## src/rtl/bus16_pkg.sv

```systemverilog
// Shared types and sizes for the 16-bit bus splitter.
package bus16_pkg;
    localparam int LANE_W      = 8;
    localparam int BUS_BYTES   = 2;
    localparam int DATUM_BYTES = 4;
    localparam int BUS_W       = LANE_W * BUS_BYTES;
    localparam int DATUM_W     = LANE_W * DATUM_BYTES;
    localparam int IDX_W       = $clog2(DATUM_BYTES);

    typedef enum logic [1:0] {
        SZ_BYTE = 2'd0,
        SZ_WORD = 2'd1,
        SZ_LONG = 2'd2
    } acc_size_e;

    // One bus cycle: the datum byte offset of its first byte, and whether it is a word.
    typedef struct packed {
        logic [IDX_W-1:0] offs;
        logic             two;
    } beat_t;
endpackage

```

## src/rtl/bus16_cycle_plan.sv

```systemverilog
// Cycle planner: for a given access size, address alignment and beat number,
// gives the byte offset and width of that bus cycle and flags the final beat.
// Assumes the beat number never passes the final beat for the size.
module bus16_cycle_plan
    import bus16_pkg::*;
(
    input  acc_size_e          size,
    input  logic               odd,
    input  logic [IDX_W-1:0]   beat,
    output beat_t              plan,
    output logic               last
);
    logic [IDX_W-1:0] final_beat;

    // Number of the last beat for this size and alignment.
    always_comb begin
        case (size)
            SZ_BYTE: final_beat = '0;
            SZ_WORD: final_beat = IDX_W'(odd);
            default: final_beat = odd ? IDX_W'(2) : IDX_W'(1);
        endcase
    end

    // Byte offset and width of the current beat.
    always_comb begin
        plan = '{offs: '0, two: 1'b0};
        case (size)
            SZ_BYTE: plan = '{offs: '0, two: 1'b0};
            SZ_WORD: begin
                if (!odd) plan = '{offs: '0, two: 1'b1};
                else      plan = '{offs: IDX_W'(beat[0]), two: 1'b0};
            end
            default: begin
                if (!odd) begin
                    plan = '{offs: {beat[0], 1'b0}, two: 1'b1};
                end else begin
                    case (beat)
                        IDX_W'(0): plan = '{offs: IDX_W'(0), two: 1'b0};
                        IDX_W'(1): plan = '{offs: IDX_W'(1), two: 1'b1};
                        default:   plan = '{offs: IDX_W'(3), two: 1'b0};
                    endcase
                end
            end
        endcase
    end

    assign last = (beat == final_beat);
endmodule

```

## src/rtl/bus16_lane_map.sv

```systemverilog
// Lane mapper: for each byte of the current beat, finds its lane from the
// address parity and endian, and the datum byte it carries. Gives lane
// enables, lane write bytes and lane byte indices for read gathering.
// Assumes a two-byte beat always starts at an even address.
module bus16_lane_map
    import bus16_pkg::*;
(
    input  logic                big,
    input  logic                odd,
    input  acc_size_e           size,
    input  beat_t               plan,
    input  logic [DATUM_W-1:0]  wdata,
    output logic                hi_en,
    output logic                lo_en,
    output logic [LANE_W-1:0]   hi_byte,
    output logic [LANE_W-1:0]   lo_byte,
    output logic [IDX_W-1:0]    hi_idx,
    output logic [IDX_W-1:0]    lo_idx
);
    logic [IDX_W-1:0]                  top_idx;
    logic [BUS_BYTES-1:0]              s_use;
    logic [BUS_BYTES-1:0]              s_up;
    logic [BUS_BYTES-1:0][IDX_W-1:0]   s_idx;

    // Index of the most significant byte for this size.
    always_comb begin
        case (size)
            SZ_BYTE: top_idx = IDX_W'(0);
            SZ_WORD: top_idx = IDX_W'(1);
            default: top_idx = IDX_W'(DATUM_BYTES - 1);
        endcase
    end

    for (genvar j = 0; j < BUS_BYTES; j++) begin : g_slot
        logic [IDX_W-1:0] k;
        assign k = plan.offs + IDX_W'(j);
        if (j == 0) begin : g_first
            assign s_use[j] = 1'b1;
        end else begin : g_more
            assign s_use[j] = plan.two;
        end
        // Upper lane when big-endian and even address, or little-endian and odd.
        assign s_up[j]  = big ^ (odd ^ k[0]);
        assign s_idx[j] = big ? (top_idx - k) : k;
    end

    // Merge the slots onto the two lanes.
    always_comb begin
        hi_en  = 1'b0;
        lo_en  = 1'b0;
        hi_idx = '0;
        lo_idx = '0;
        for (int j = 0; j < BUS_BYTES; j++) begin
            if (s_use[j]) begin
                if (s_up[j]) begin
                    hi_en  = 1'b1;
                    hi_idx = s_idx[j];
                end else begin
                    lo_en  = 1'b1;
                    lo_idx = s_idx[j];
                end
            end
        end
    end

    assign hi_byte = hi_en ? wdata[{hi_idx, 3'b000} +: LANE_W] : '0;
    assign lo_byte = lo_en ? wdata[{lo_idx, 3'b000} +: LANE_W] : '0;
endmodule

```

## src/rtl/bus16_read_gather.sv

```systemverilog
// Read gatherer: clears at request start and drops each returned lane byte
// into its datum position when a read beat completes.
// Assumes the two lanes never target the same position in one beat.
module bus16_read_gather
    import bus16_pkg::*;
(
    input  logic                clk,
    input  logic                rst_n,
    input  logic                clear,
    input  logic                capture,
    input  logic                hi_en,
    input  logic                lo_en,
    input  logic [IDX_W-1:0]    hi_idx,
    input  logic [IDX_W-1:0]    lo_idx,
    input  logic [BUS_W-1:0]    rdata,
    output logic [DATUM_W-1:0]  result
);
    // Accumulate returned bytes; bytes never written stay zero.
    always_ff @(posedge clk) begin
        if (!rst_n) begin
            result <= '0;
        end else if (clear) begin
            result <= '0;
        end else if (capture) begin
            if (hi_en) result[{hi_idx, 3'b000} +: LANE_W] <= rdata[BUS_W-1 -: LANE_W];
            if (lo_en) result[{lo_idx, 3'b000} +: LANE_W] <= rdata[LANE_W-1:0];
        end
    end
endmodule

```

## src/rtl/bus16_splitter.sv

```systemverilog
// Bus splitter top: takes one request while idle, holds it, and steps through
// its bus cycles, advancing on each bus_ready. Pulses done after the last one.
// Assumes the request fields are stable on the accepting edge only.
module bus16_splitter
    import bus16_pkg::*;
#(
    parameter int ADDR_W = 16
) (
    input  logic                clk,
    input  logic                rst_n,
    input  logic                req_valid,
    output logic                req_ready,
    input  logic [ADDR_W-1:0]   req_addr,
    input  logic [1:0]          req_size,
    input  logic                req_write,
    input  logic [DATUM_W-1:0]  req_wdata,
    input  logic                req_big_endian,
    output logic                done,
    output logic [DATUM_W-1:0]  rd_data,
    output logic                bus_cyc,
    output logic [ADDR_W-1:0]   bus_addr,
    output logic                bus_hi_en,
    output logic                bus_lo_en,
    output logic                bus_rd,
    output logic                bus_wr,
    output logic [BUS_W-1:0]    bus_wdata,
    input  logic [BUS_W-1:0]    bus_rdata,
    input  logic                bus_ready
);
    logic                busy_q;
    logic [IDX_W-1:0]    beat_q;
    logic [ADDR_W-1:0]   addr_q;
    acc_size_e           size_q;
    logic                write_q;
    logic                big_q;
    logic [DATUM_W-1:0]  wdata_q;
    logic                done_q;

    logic                accept;
    logic                step;
    logic                finish;
    beat_t               plan;
    logic                last;
    logic                hi_en;
    logic                lo_en;
    logic [LANE_W-1:0]   hi_byte;
    logic [LANE_W-1:0]   lo_byte;
    logic [IDX_W-1:0]    hi_idx;
    logic [IDX_W-1:0]    lo_idx;

    assign accept = req_valid & ~busy_q;
    assign step   = busy_q & bus_ready;
    assign finish = step & last;

    // Hold the request for the whole access.
    always_ff @(posedge clk) begin
        if (!rst_n) begin
            addr_q  <= '0;
            size_q  <= SZ_BYTE;
            write_q <= 1'b0;
            big_q   <= 1'b0;
            wdata_q <= '0;
        end else if (accept) begin
            addr_q  <= req_addr;
            size_q  <= acc_size_e'(req_size);
            write_q <= req_write;
            big_q   <= req_big_endian;
            wdata_q <= req_wdata;
        end
    end

    // Busy flag and beat counter.
    always_ff @(posedge clk) begin
        if (!rst_n) begin
            busy_q <= 1'b0;
            beat_q <= '0;
        end else if (accept) begin
            busy_q <= 1'b1;
            beat_q <= '0;
        end else if (finish) begin
            busy_q <= 1'b0;
            beat_q <= '0;
        end else if (step) begin
            beat_q <= beat_q + IDX_W'(1);
        end
    end

    // One-clock completion pulse after the final beat.
    always_ff @(posedge clk) begin
        if (!rst_n) done_q <= 1'b0;
        else        done_q <= finish;
    end

    bus16_cycle_plan u_plan (
        .size (size_q),
        .odd  (addr_q[0]),
        .beat (beat_q),
        .plan (plan),
        .last (last)
    );

    bus16_lane_map u_lanes (
        .big     (big_q),
        .odd     (addr_q[0]),
        .size    (size_q),
        .plan    (plan),
        .wdata   (wdata_q),
        .hi_en   (hi_en),
        .lo_en   (lo_en),
        .hi_byte (hi_byte),
        .lo_byte (lo_byte),
        .hi_idx  (hi_idx),
        .lo_idx  (lo_idx)
    );

    bus16_read_gather u_gather (
        .clk     (clk),
        .rst_n   (rst_n),
        .clear   (accept),
        .capture (step & ~write_q),
        .hi_en   (hi_en),
        .lo_en   (lo_en),
        .hi_idx  (hi_idx),
        .lo_idx  (lo_idx),
        .rdata   (bus_rdata),
        .result  (rd_data)
    );

    assign req_ready = ~busy_q;
    assign done      = done_q;
    assign bus_cyc   = busy_q;
    assign bus_addr  = addr_q + ADDR_W'(plan.offs);
    assign bus_hi_en = busy_q & hi_en;
    assign bus_lo_en = busy_q & lo_en;
    assign bus_rd    = busy_q & ~write_q;
    assign bus_wr    = busy_q & write_q;
    assign bus_wdata = (busy_q & write_q) ? {hi_byte, lo_byte} : '0;
endmodule

```

## config.mk

```make
export PLATFORM = sky130hd
export DESIGN_NAME = bus16_splitter
export DESIGN_NICKNAME = d
export VERILOG_FILES = /design/src/rtl/bus16_pkg.sv /design/src/rtl/bus16_cycle_plan.sv /design/src/rtl/bus16_lane_map.sv /design/src/rtl/bus16_read_gather.sv /design/src/rtl/bus16_splitter.sv
export SDC_FILE = /design/constraint.sdc
export NUM_CORES = 1
export LEC_CHECK = 0
export ABC_AREA = 1
export BUFFER_PORTS_ARGS = -buffer_cell sky130_fd_sc_hd__buf_2
export CORE_AREA = 2 2 137 86
export CTS_BUF_LIST = sky130_fd_sc_hd__clkbuf_8
export DETAILED_ROUTE_END_ITERATION = 6
export DIE_AREA = 0 0 139 88
export PLACE_DENSITY = 0.87
export SLEW_MARGIN = 30
export SYNTH_ARGS = -nofsm -noshare
export SYNTH_HDL_FRONTEND = slang
export SYNTH_SLANG_ARGS = --single-unit
```

## constraint.sdc

```tcl
create_clock -name clk -period 4.8 [get_ports clk]
set_input_delay 0.24 -clock clk [delete_from_list [all_inputs] [get_ports clk]]
set_output_delay 0.24 -clock clk [all_outputs]
set_load 0.01 [all_outputs]
```

==> impl_metrics.toml, run 1 <==
[timing]
tns_ns = 0
fmax_ghz = 0.248
maxSlewViolCount = 0
rsz0062_at_grt = "false"
tightest_slew_ns = 0.894
period_needed_ns = 4.03
finClkSkew_ns = 0.00944
finalSetupViolCount = 0
fin_crit_sh_pct = 83.9
relSlewSlack_pct = 40.4
holdWs_ns = 0.124
finalHoldViolCount = 0

[yosys]
yosysTopAreaCellShare_pct = 32.7
ys_types = 33
synth_cells = 831
synth_largest_area_cell = "dfxtp_1"
synth_area_per_cell_um2 = 6.48
syn-cell-area_um2 = 5380
yosysSeqAreaShare_pct = 32.7
synth-seq-cells = 88
synth.area.top_cells = "dfxtp_1, nand2_1, nor2_1"
ys_warn_count = 0
synth_nets = 916

[critical_path]
critPathKind = "reg2reg"
worstPathRequired_ns = 5.09
critPathSlowestCell = "nor2_1"
cp_top_family = "simple AND/OR/NAND/NOR gates"
crit_chain = "inv_1 -> ha_1 -> inv_1 -> nand2_2 -> nand2_1 -> ha_1 -> xnor2_2 -> inv_2 -> nor2_1 -> nand3_1 -> nand2_2 -> clkinv_4 -> ha_1 -> inv_1 -> nor2_1 -> inv_1 -> nor2_1 -> nand3_1 -> nand2_1 -> nand2_1 -> a31oi_1"
start_kind = "flop"
worst-path-buf-inv = 6
crit_fanout = 20
crit_arrival_ns = 4.32
cpMostUsedCell = "inv_1"
slowest_delay_ns = 0.44
worstSetupEndpointType = "flop"

[layout]
area_growth_pct = 16.6
nNetsFinal = 1033
layout-drive-gt1-share_pct = 21.2
final_cell_mix = "nand2_1, buf_2, nor2_1"
antenna-diode-count = 0
num-fill-cells = 1064
final_common_cell = "nand2_1"

[global_route]
grt_pass1_wl_mm = 25.9
grt.overflow.total = 0
grt_max_degree = 75
grt_pass1_vias = 5124
track_usage_pct = 26.1
antenna_found_initial = 0

[cts]
post_cts_buffers = 0
cts_resized = 0
clock_latency_ns = 0.36
numCtsBuffers = 9
clock-root-buffer = "clkbuf_8"
cts.sinks = 88
clk_pin_slew_ns = 0.09
htreeDepth = 3
cts_tree = "built"
clk_path_buf_depth = 2
cts_hold_buffers = 0

[die]
die_h_um = 88
coreArea_um2 = 11000
core.rowCount = 30
start_util_pct = 49.1
die_area_um2 = 12200
io_pins = 143
die_w_um = 139

[run_status]
status = "completed"

[route]
finalWirelength_mm = 16.2
dr.pass1.iters = 6
wl_met1_mm = 7.47
top_layer_used = "met4"
vias_per_cell = 5.48
ant_nets = 0
dr_wl_met2_mm = 6.76
num_vias = 6005
drt_iter0_drc = 805
wl_met3_mm = 1.76
wl_per_cell_um = 14.8
drcViolationCount = 0

[hold_path]
worstHoldPathType = "in2reg"

[place]
dpl.hpwl_mm = 12.0
gp_congestion = 1.01
portBuffers = 142

[flow_run]
maxCapViolCount = 0

[power_and_ir_drop]
power.density_nw_per_um2 = 310
leakage_nw = 2.92
irDropWorstVdd_mv = 0.144
[where the power goes]
| group | switching (mW) | internal, mW |
|---|---|---|
| Sequential | 0.0429 | 0.775 |
| Combinational | 0.434 | 0.196 |
| Clock | 0.264 | 0.231 |
[cell type report]
class / instances / area (um^2) / area share [%]
Clock buffer: 9 / 124 / 1.97
Tap cell: 144 / 180 / 2.87
Timing Repair Buffer: 145 / 733 / 11.7
Multi-Input combinational cell: 651 / 3220 / 51.3
Sequential cell: 88 / 1760 / 28.1
Clock inverter: 5 / 51.3 / 0.818
Inverter: 53 / 204 / 3.25
[cell families (layout without fill, tap and decap cells)]
| logic type | Yosys count | in the layout | synth area share, % |
|---|---|---|---|
| simple gates | 444 | 444 | 35.1 |
| compound gates | 178 | 178 | 18.7 |
| buf+inv | 92 | 212 | 7.55 |
| flops | 88 | 88 | 32.7 |
| xor+xnor | 16 | 16 | 2.74 |
| fa+ha+maj | 13 | 13 | 3.16 |
[worst paths after layout]
kind / from / to / slack [ns] / cells after the start
min: req_wdata[27] / wdata_q[27] / 0.12 / 3
max: beat_q[0] / u_gather.result[13] / 0.77 / 21
min reg2reg: wdata_q[9] / wdata_q[9] / 0.47 / 2
max reg2reg: beat_q[0] / u_gather.result[13] / 0.77 / 21
[Yosys cell counts (all sizes together)]
| cell type | number |
|---|---|
| dfxtp | 88 |
| xnor2 | 1 |
| o211ai | 8 |
| nand2 | 230 |
| a21oi | 76 |
| nor3 | 7 |
| nor2 | 114 |
| o21bai | 8 |
| fa | 1 |
| o21ai | 70 |
| buf | 13 |
| xor2 | 15 |
| nand3 | 82 |
| nand4 | 10 |
| clkbuf | 26 |
| ha | 12 |
| or2 | 1 |
| a31oi | 16 |
| inv | 49 |
| clkinv | 4 |
[tightest hold or removal path, cell delays in order]
cell     delay (ns)
buf_2          0.07
o21ai_0        0.07
nor2_1         0.07
[per-stage QoR]
| stage | power [mW] | worst slack (ns) | std cells | util (%) | area (um^2) |
|---|---|---|---|---|---|
| 5_1_grt | 2.04 | 0.377 | 1095 | 57.2 | 6270 |
| 4_1_cts | 1.93 | 0.840 | 1095 | 57.2 | 6270 |
| 3_3_place_gp | 1.43 | 1.08 | 1081 | 55.6 | 6100 |
| 6_report | 1.94 | 0.771 | 1095 | 57.2 | 6270 |
| 2_1_floorplan | 1.29 | 1.57 | 831 | - | 5380 |
| 3_5_place_dp | 1.45 | 0.910 | 1081 | 55.6 | 6100 |
[layer usage]
layer	up-vias	GRT usage, %
met4	0	6.61
met5	-	0
met2	320	38.0
li1	2970	-
met3	30	6.18
met1	2685	38.8
[registers in the layout, summed over array words and instances, names as in the netlist, 2 cells and up]
signal / count
wdata_q: 32
size_q: 2
u_gather.result: 32
beat_q: 2
addr_q: 16
No activity file was read; power rests on OpenSTA's default activity.
==> run 2: changes to the inputs <==
ABC_AREA = 0   (was 1)
CORE_AREA = 2 2 140 87   (was 2 2 137 86)
DIE_AREA = 0 0 142 89   (was 0 0 139 88)
PLACE_DENSITY = 0.9   (was 0.87)
clock period = 3.6 ns   (was 4.8 ns; I/O delays follow)
==> impl_metrics.toml, run 2 <==
[route]
wl_per_cell_um = 17.9
drt_iter0_drc = 552
drcViolationCount = 0
finalWirelength_mm = 17.2
vias_per_cell = 6.02
dr.pass1.iters = 5
num_vias = 5790
ant_nets = 0

[layout]
postLayoutCellArea_um2 = 6760
nNetsFinal = 897
layout-drive-gt1-share_pct = 27.6
final_cell_mix = "nand2_1, buf_2, dfxtp_1"
final_common_cell = "nand2_1"
instances_no_fill = 961
reg_top3 = "u_gather.result x32, wdata_q x32, addr_q x16"
postLayoutCoreUtil_pct = 60.2
num-fill-cells = 957
area_growth_pct = 21.0

[critical_path]
crit_fanout = 18
r2r_slack_ns = 0.21
critPathKind = "reg2out"
r2r_end = "u_gather.result[23]"
worstSetupEndpointType = "output pin"
start_kind = "flop"
crit_path_start = "beat_q[0]"
r2r_start = "beat_q[0]"
r2r_cells = 17
worstPathRequired_ns = 3.42
crit_arrival_ns = 3.28

[timing]
finClkSkew_ns = 0.0118
relSlewSlack_pct = 48.8
finalHoldViolCount = 0
period_needed_ns = 3.46
rsz0062_at_grt = "false"
fmax_ghz = 0.289
fin_crit_sh_pct = 96.1
setup_ws_ns = 0.141
holdWs_ns = 0.0314
tns_ns = 0
tightest_slew_ns = 0.765
finalSetupViolCount = 0
maxSlewViolCount = 0

[hold_path]
hold-path-cell-count = 3
min-delay-start = "req_addr[4]"
holdPathEnd = "addr_q[4]"
worstHoldPathType = "in2reg"

[power_and_ir_drop]
p_sw_mw = 0.742
p_clk_share_pct = 34.2
power.density_nw_per_um2 = 359
share_comb_of_total_power_pct = 22.2
total_power_mw = 2.43
p_seq_share_pct = 43.7
leakage_nw = 2.75
switching_share_pct = 30.6
p_int_mw = 1.68
irDropWorstVdd_mv = 0.202

[die]
die_area_um2 = 12600
die_w_um = 142
start_util_pct = 49.8
die_h_um = 89
core.rowCount = 30
coreArea_um2 = 11200
io_pins = 143

[cts]
clk_path_buf_depth = 2
clk_pin_slew_ns = 0.09
clock_latency_ns = 0.38
cts_tree = "built"
numCtsBuffers = 9
cts_hold_buffers = 0
cts.sinks = 88
clock-root-buffer = "clkbuf_8"
htreeDepth = 3

[yosys]
synth_largest_area_cell = "dfxtp_1"
synth-seq-cells = 88
synth_edf_count = 0
yosysTopAreaCellShare_pct = 31.5
yosys.area_share.xor_xnor_pct = 3.11
synth_nets = 767
synth-main-ff-cell = "dfxtp_1"
synthSimpleGateAreaFrac_pct = 22.8
synth_area_per_cell_um2 = 8.19
synth_cells = 682
synthArstFlopShare_pct = 0
ys_warn_count = 0
yosys.area_share.adder_pct = 3.05
synth_top_family_by_area = "compound AO/OA/AOI/OAI gates"
synthMuxAreaShare_pct = 5.00
yosysMostFrequentCell = "nand2_1"
ys_types = 79
synth_compound_area_share_pct = 29.0
syn-cell-area_um2 = 5590
ys_top_cells_by_count = "nand2_1, dfxtp_1, a21boi_0"
yosysSeqAreaShare_pct = 31.5
synth.area.top_cells = "dfxtp_1, nand2_1, a21boi_0"

[global_route]
grt_pass1_wl_mm = 26.5
grt_pass1_vias = 5282
track_usage_pct = 26.5
grt_max_degree = 56
antenna_found_initial = 0
grt.overflow.total = 0

[place]
portBuffers = 142
preCtsSetupSlack_ns = 0.157
placed_cells = 943
gp_congestion = 0.907
placed_area_um2 = 6430
dpl.hpwl_mm = 12.2

[run_status]
status = "completed"

[flow_run]
maxCapViolCount = 0
==> run 2: worst max path at each step <==
stage / slack, ns / depth (start not counted) / endpoint
after global placement: 0.24 / 16 / u_gather.result[14]
after detailed placement: 0.16 / 15 / u_gather.result[21]
final: 0.14 / 13 / bus_wdata[15]
after global routing: 0.006 / 16 / u_gather.result[12]
after floorplan: 0.07 / 20 / u_gather.result[10]
after CTS: 0.06 / 13 / bus_wdata[12]
==> run 2: cell type report <==
class	instances	area (um^2)	area share [%]
timing repair buffer	164	903	13.4
multi-input combinational	534	3620	53.6
antenna	1	2.50	0.0370
clock buffer	9	124	1.83
sequential	88	1760	26.1
clock inverter	6	108	1.59
inverter	15	56.3	0.833
tap	144	180	2.67
==> run 2: kinds of logic after synthesis <==
kind of cell | Yosys count
simple gates | 267
fa+ha+maj | 13
mux | 27
xor+xnor | 19
buf+inv | 60
compound gates | 208
flops | 88
==> run 2: what timing repair did <==
item | in CTS | in global routing
setup endpoints to repair | 13 | 41
resized for setup | 1 | 13
setup buffers | 2 | 0
pin swaps | 1 | 3
==> run 2: worst max-delay path, stage by stage (launching register included) <==
cell and delay [ns]:
dfxtp_1 0.35, inv_1 0.06, ha_1 0.20, nand3b_1 0.19
nand2_1 0.12, ha_4 0.28, and2_1 0.24, a32oi_2 0.35
nand3_4 0.21, inv_2 0.12, buf_4 0.22, nand3_4 0.17
o22ai_1 0.20, buf_2 0.18
==> run 2: power by group through the flow <==
stage | registers (mW) | logic (mW) | clock network [mW]
2_1_floorplan | 1.07 | 0.346 | 0
3_3_place_gp | 1.08 | 0.483 | 0
3_5_place_dp | 1.08 | 0.498 | 0
4_1_cts | 1.06 | 0.507 | 0.830
5_1_grt | 1.07 | 0.579 | 0.868
6_report | 1.06 | 0.538 | 0.829
==> run 2: layer usage <==
| metal | vias to the layer above | global-route usage (%) | part of all wire (%) |
|---|---|---|---|
| met1 | 2706 | 35.2 | 44 |
| met2 | 318 | 41.5 | 45 |
| met5 | - | 0 | 0 |
| li1 | 2721 | - | - |
| met4 | 0 | 8.91 | 2.2 |
| met3 | 45 | 7.93 | 9.6 |
==> run 3: changes to the inputs <==
CAP_MARGIN = 20   (was default)
GPL_TIMING_DRIVEN = 0   (was default)
RECOVER_POWER = 50   (was default)
==> impl_metrics.toml, run 3 (synthesis gave the netlist of run 2 again) <==
[run_status]
status = "complete, but fails checks"
violations = "setup timing"

[layout]
reg_top3 = "u_gather.result x32, wdata_q x32, addr_q x16"
layout-drive-gt1-share_pct = 27.9
antenna-diode-count = 0
postLayoutCellArea_um2 = 7190
instances_no_fill = 1011
nNetsFinal = 947
final_cell_mix = "nand2_1, buf_2, dfxtp_1"
final_common_cell = "nand2_1"
area_growth_pct = 28.8

[route]
num_vias = 6422
drt_iter0_drc = 939
finalWirelength_mm = 20.2
ant_nets = 0
wl_per_cell_um = 20.0
vias_per_cell = 6.35
dr.pass1.iters = 7
drcViolationCount = 0

[cts]
clock-root-buffer = "clkbuf_8"
cts.sinks = 88
clk_pin_slew_ns = 0.09
cts_tree = "built"
clock_latency_ns = 0.39
cts_hold_buffers = 0
htreeDepth = 3
numCtsBuffers = 9
clk_path_buf_depth = 2

[die]
core.rowCount = 30
die_h_um = 89
coreArea_um2 = 11200
io_pins = 143
start_util_pct = 49.8
die_area_um2 = 12600
die_w_um = 142

[power_and_ir_drop]
leakage_nw = 2.76
share_comb_of_total_power_pct = 26.5
irDropWorstVdd_mv = 0.180
p_seq_share_pct = 43.8
p_clk_share_pct = 29.7
total_power_mw = 2.42
p_sw_mw = 0.830
switching_share_pct = 34.3
power.density_nw_per_um2 = 336
p_int_mw = 1.59

[critical_path]
critPathKind = "reg2reg"
slowest_delay_ns = 0.49
crit_chain = "buf_6 -> inv_1 -> ha_4 -> nand3b_1 -> nand2_2 -> ha_4 -> buf_6 -> a221oi_1 -> a21oi_1 -> a21o_1 -> buf_6 -> buf_8 -> inv_1 -> ha_4 -> buf_4 -> nor4b_4 -> a2bb2oi_1 -> nor2_1"
cp_top_family = "simple AND/OR/NAND/NOR gates"
critPathSlowestCell = "nor4b_4"
worstSetupEndpointType = "flop"
crit_path_start = "beat_q[0]"
r2r_start = "beat_q[0]"
crit_fanout = 10
worst-path-buf-inv = 7
start_kind = "flop"
worstPathRequired_ns = 3.92
crit_arrival_ns = 3.96

[place]
placed_area_um2 = 6500
placed_cells = 968
portBuffers = 142
preCtsSetupSlack_ns = -0.547
gp_congestion = 0.958
dpl.hpwl_mm = 13.2

[global_route]
antenna_found_initial = 0
grt_pass1_vias = 5542
grt_pass1_wl_mm = 28.4
grt_max_degree = 16
grt.overflow.total = 0
track_usage_pct = 28.7

[timing]
tightest_slew_ns = 0.724
relSlewSlack_pct = 51.8
fin_crit_sh_pct = 101
fmax_ghz = 0.275
period_needed_ns = 3.64
tns_ns = -0.0813
finClkSkew_ns = 0.00548
maxSlewViolCount = 0
finalHoldViolCount = 0
setup_ws_ns = -0.0379
finalSetupViolCount = 4

[hold_path]
min-delay-start = "req_wdata[15]"
worstHoldPathType = "in2reg"

[flow_run]
maxCapViolCount = 0
## run 3: metal layers
metal | global-route usage [%] | vias to the layer above | wire (um)
met5 | 0 | - | 0
met4 | 10.3 | 0 | 896
met3 | 6.96 | 117 | 2630
met2 | 45.5 | 534 | 8610
met1 | 38.6 | 2946 | 8090
li1 | - | 2825 | -
## run 3: metrics by stage
| stage | util (%) | hold WS (ns) |
|---|---|---|
| 4_1_cts | 61.4 | 0.0351 |
| 3_5_place_dp | 57.9 | 0.440 |
| 6_report | 64.1 | 0.0283 |
| 3_3_place_gp | 57.9 | 0.434 |
| 2_1_floorplan | - | 0.325 |
| 5_1_grt | 64.1 | 0.0432 |
## run 3: power by group through the flow
stage | clock network [mW] | registers (mW) | logic, mW
CTS | 0.713 | 1.06 | 0.549
finish | 0.720 | 1.06 | 0.640
global route | 0.749 | 1.06 | 0.673
floorplan | 0 | 1.07 | 0.346
detailed placement | 0 | 1.08 | 0.514
global placement | 0 | 1.08 | 0.501
## run 3: area by class of cell
| type | count | area (um^2) |
|---|---|---|
| plain buffers | 44 | 299 |
| repair buffers | 170 | 905 |
| clock inverters | 7 | 71.3 |
| inverters | 15 | 66.3 |
| multi-input cells | 534 | 3780 |
| well taps | 144 | 180 |
| fillers | 847 | 4030 |
| clock buffers | 9 | 124 |
| flip-flops and latches | 88 | 1770 |
## run 3: repair_timing
item,CTS,global route
buffers inserted,8,20
setup endpoints to repair,48,48
hold endpoints to repair,0,0
pin swaps,5,23
gates resized for setup,28,52
## run 3: worst register-to-register path: cells and delay by family (launching register included)
kind	cells	cell delay, ns
compound gates	4	0.70
fa+ha+maj	3	0.71
buf+inv	7	0.91
flops	1	0.34
simple gates	4	0.91
## run 3: worst paths after layout
check	endpoint	slack, ns	depth (start not counted)
worst min-delay path	wdata_q[15]	0.03	3
worst max register to register	u_gather.result[7]	-0.04	18
worst min register to register	u_gather.result[18]	0.47	2
worst max-delay path	u_gather.result[7]	-0.04	18
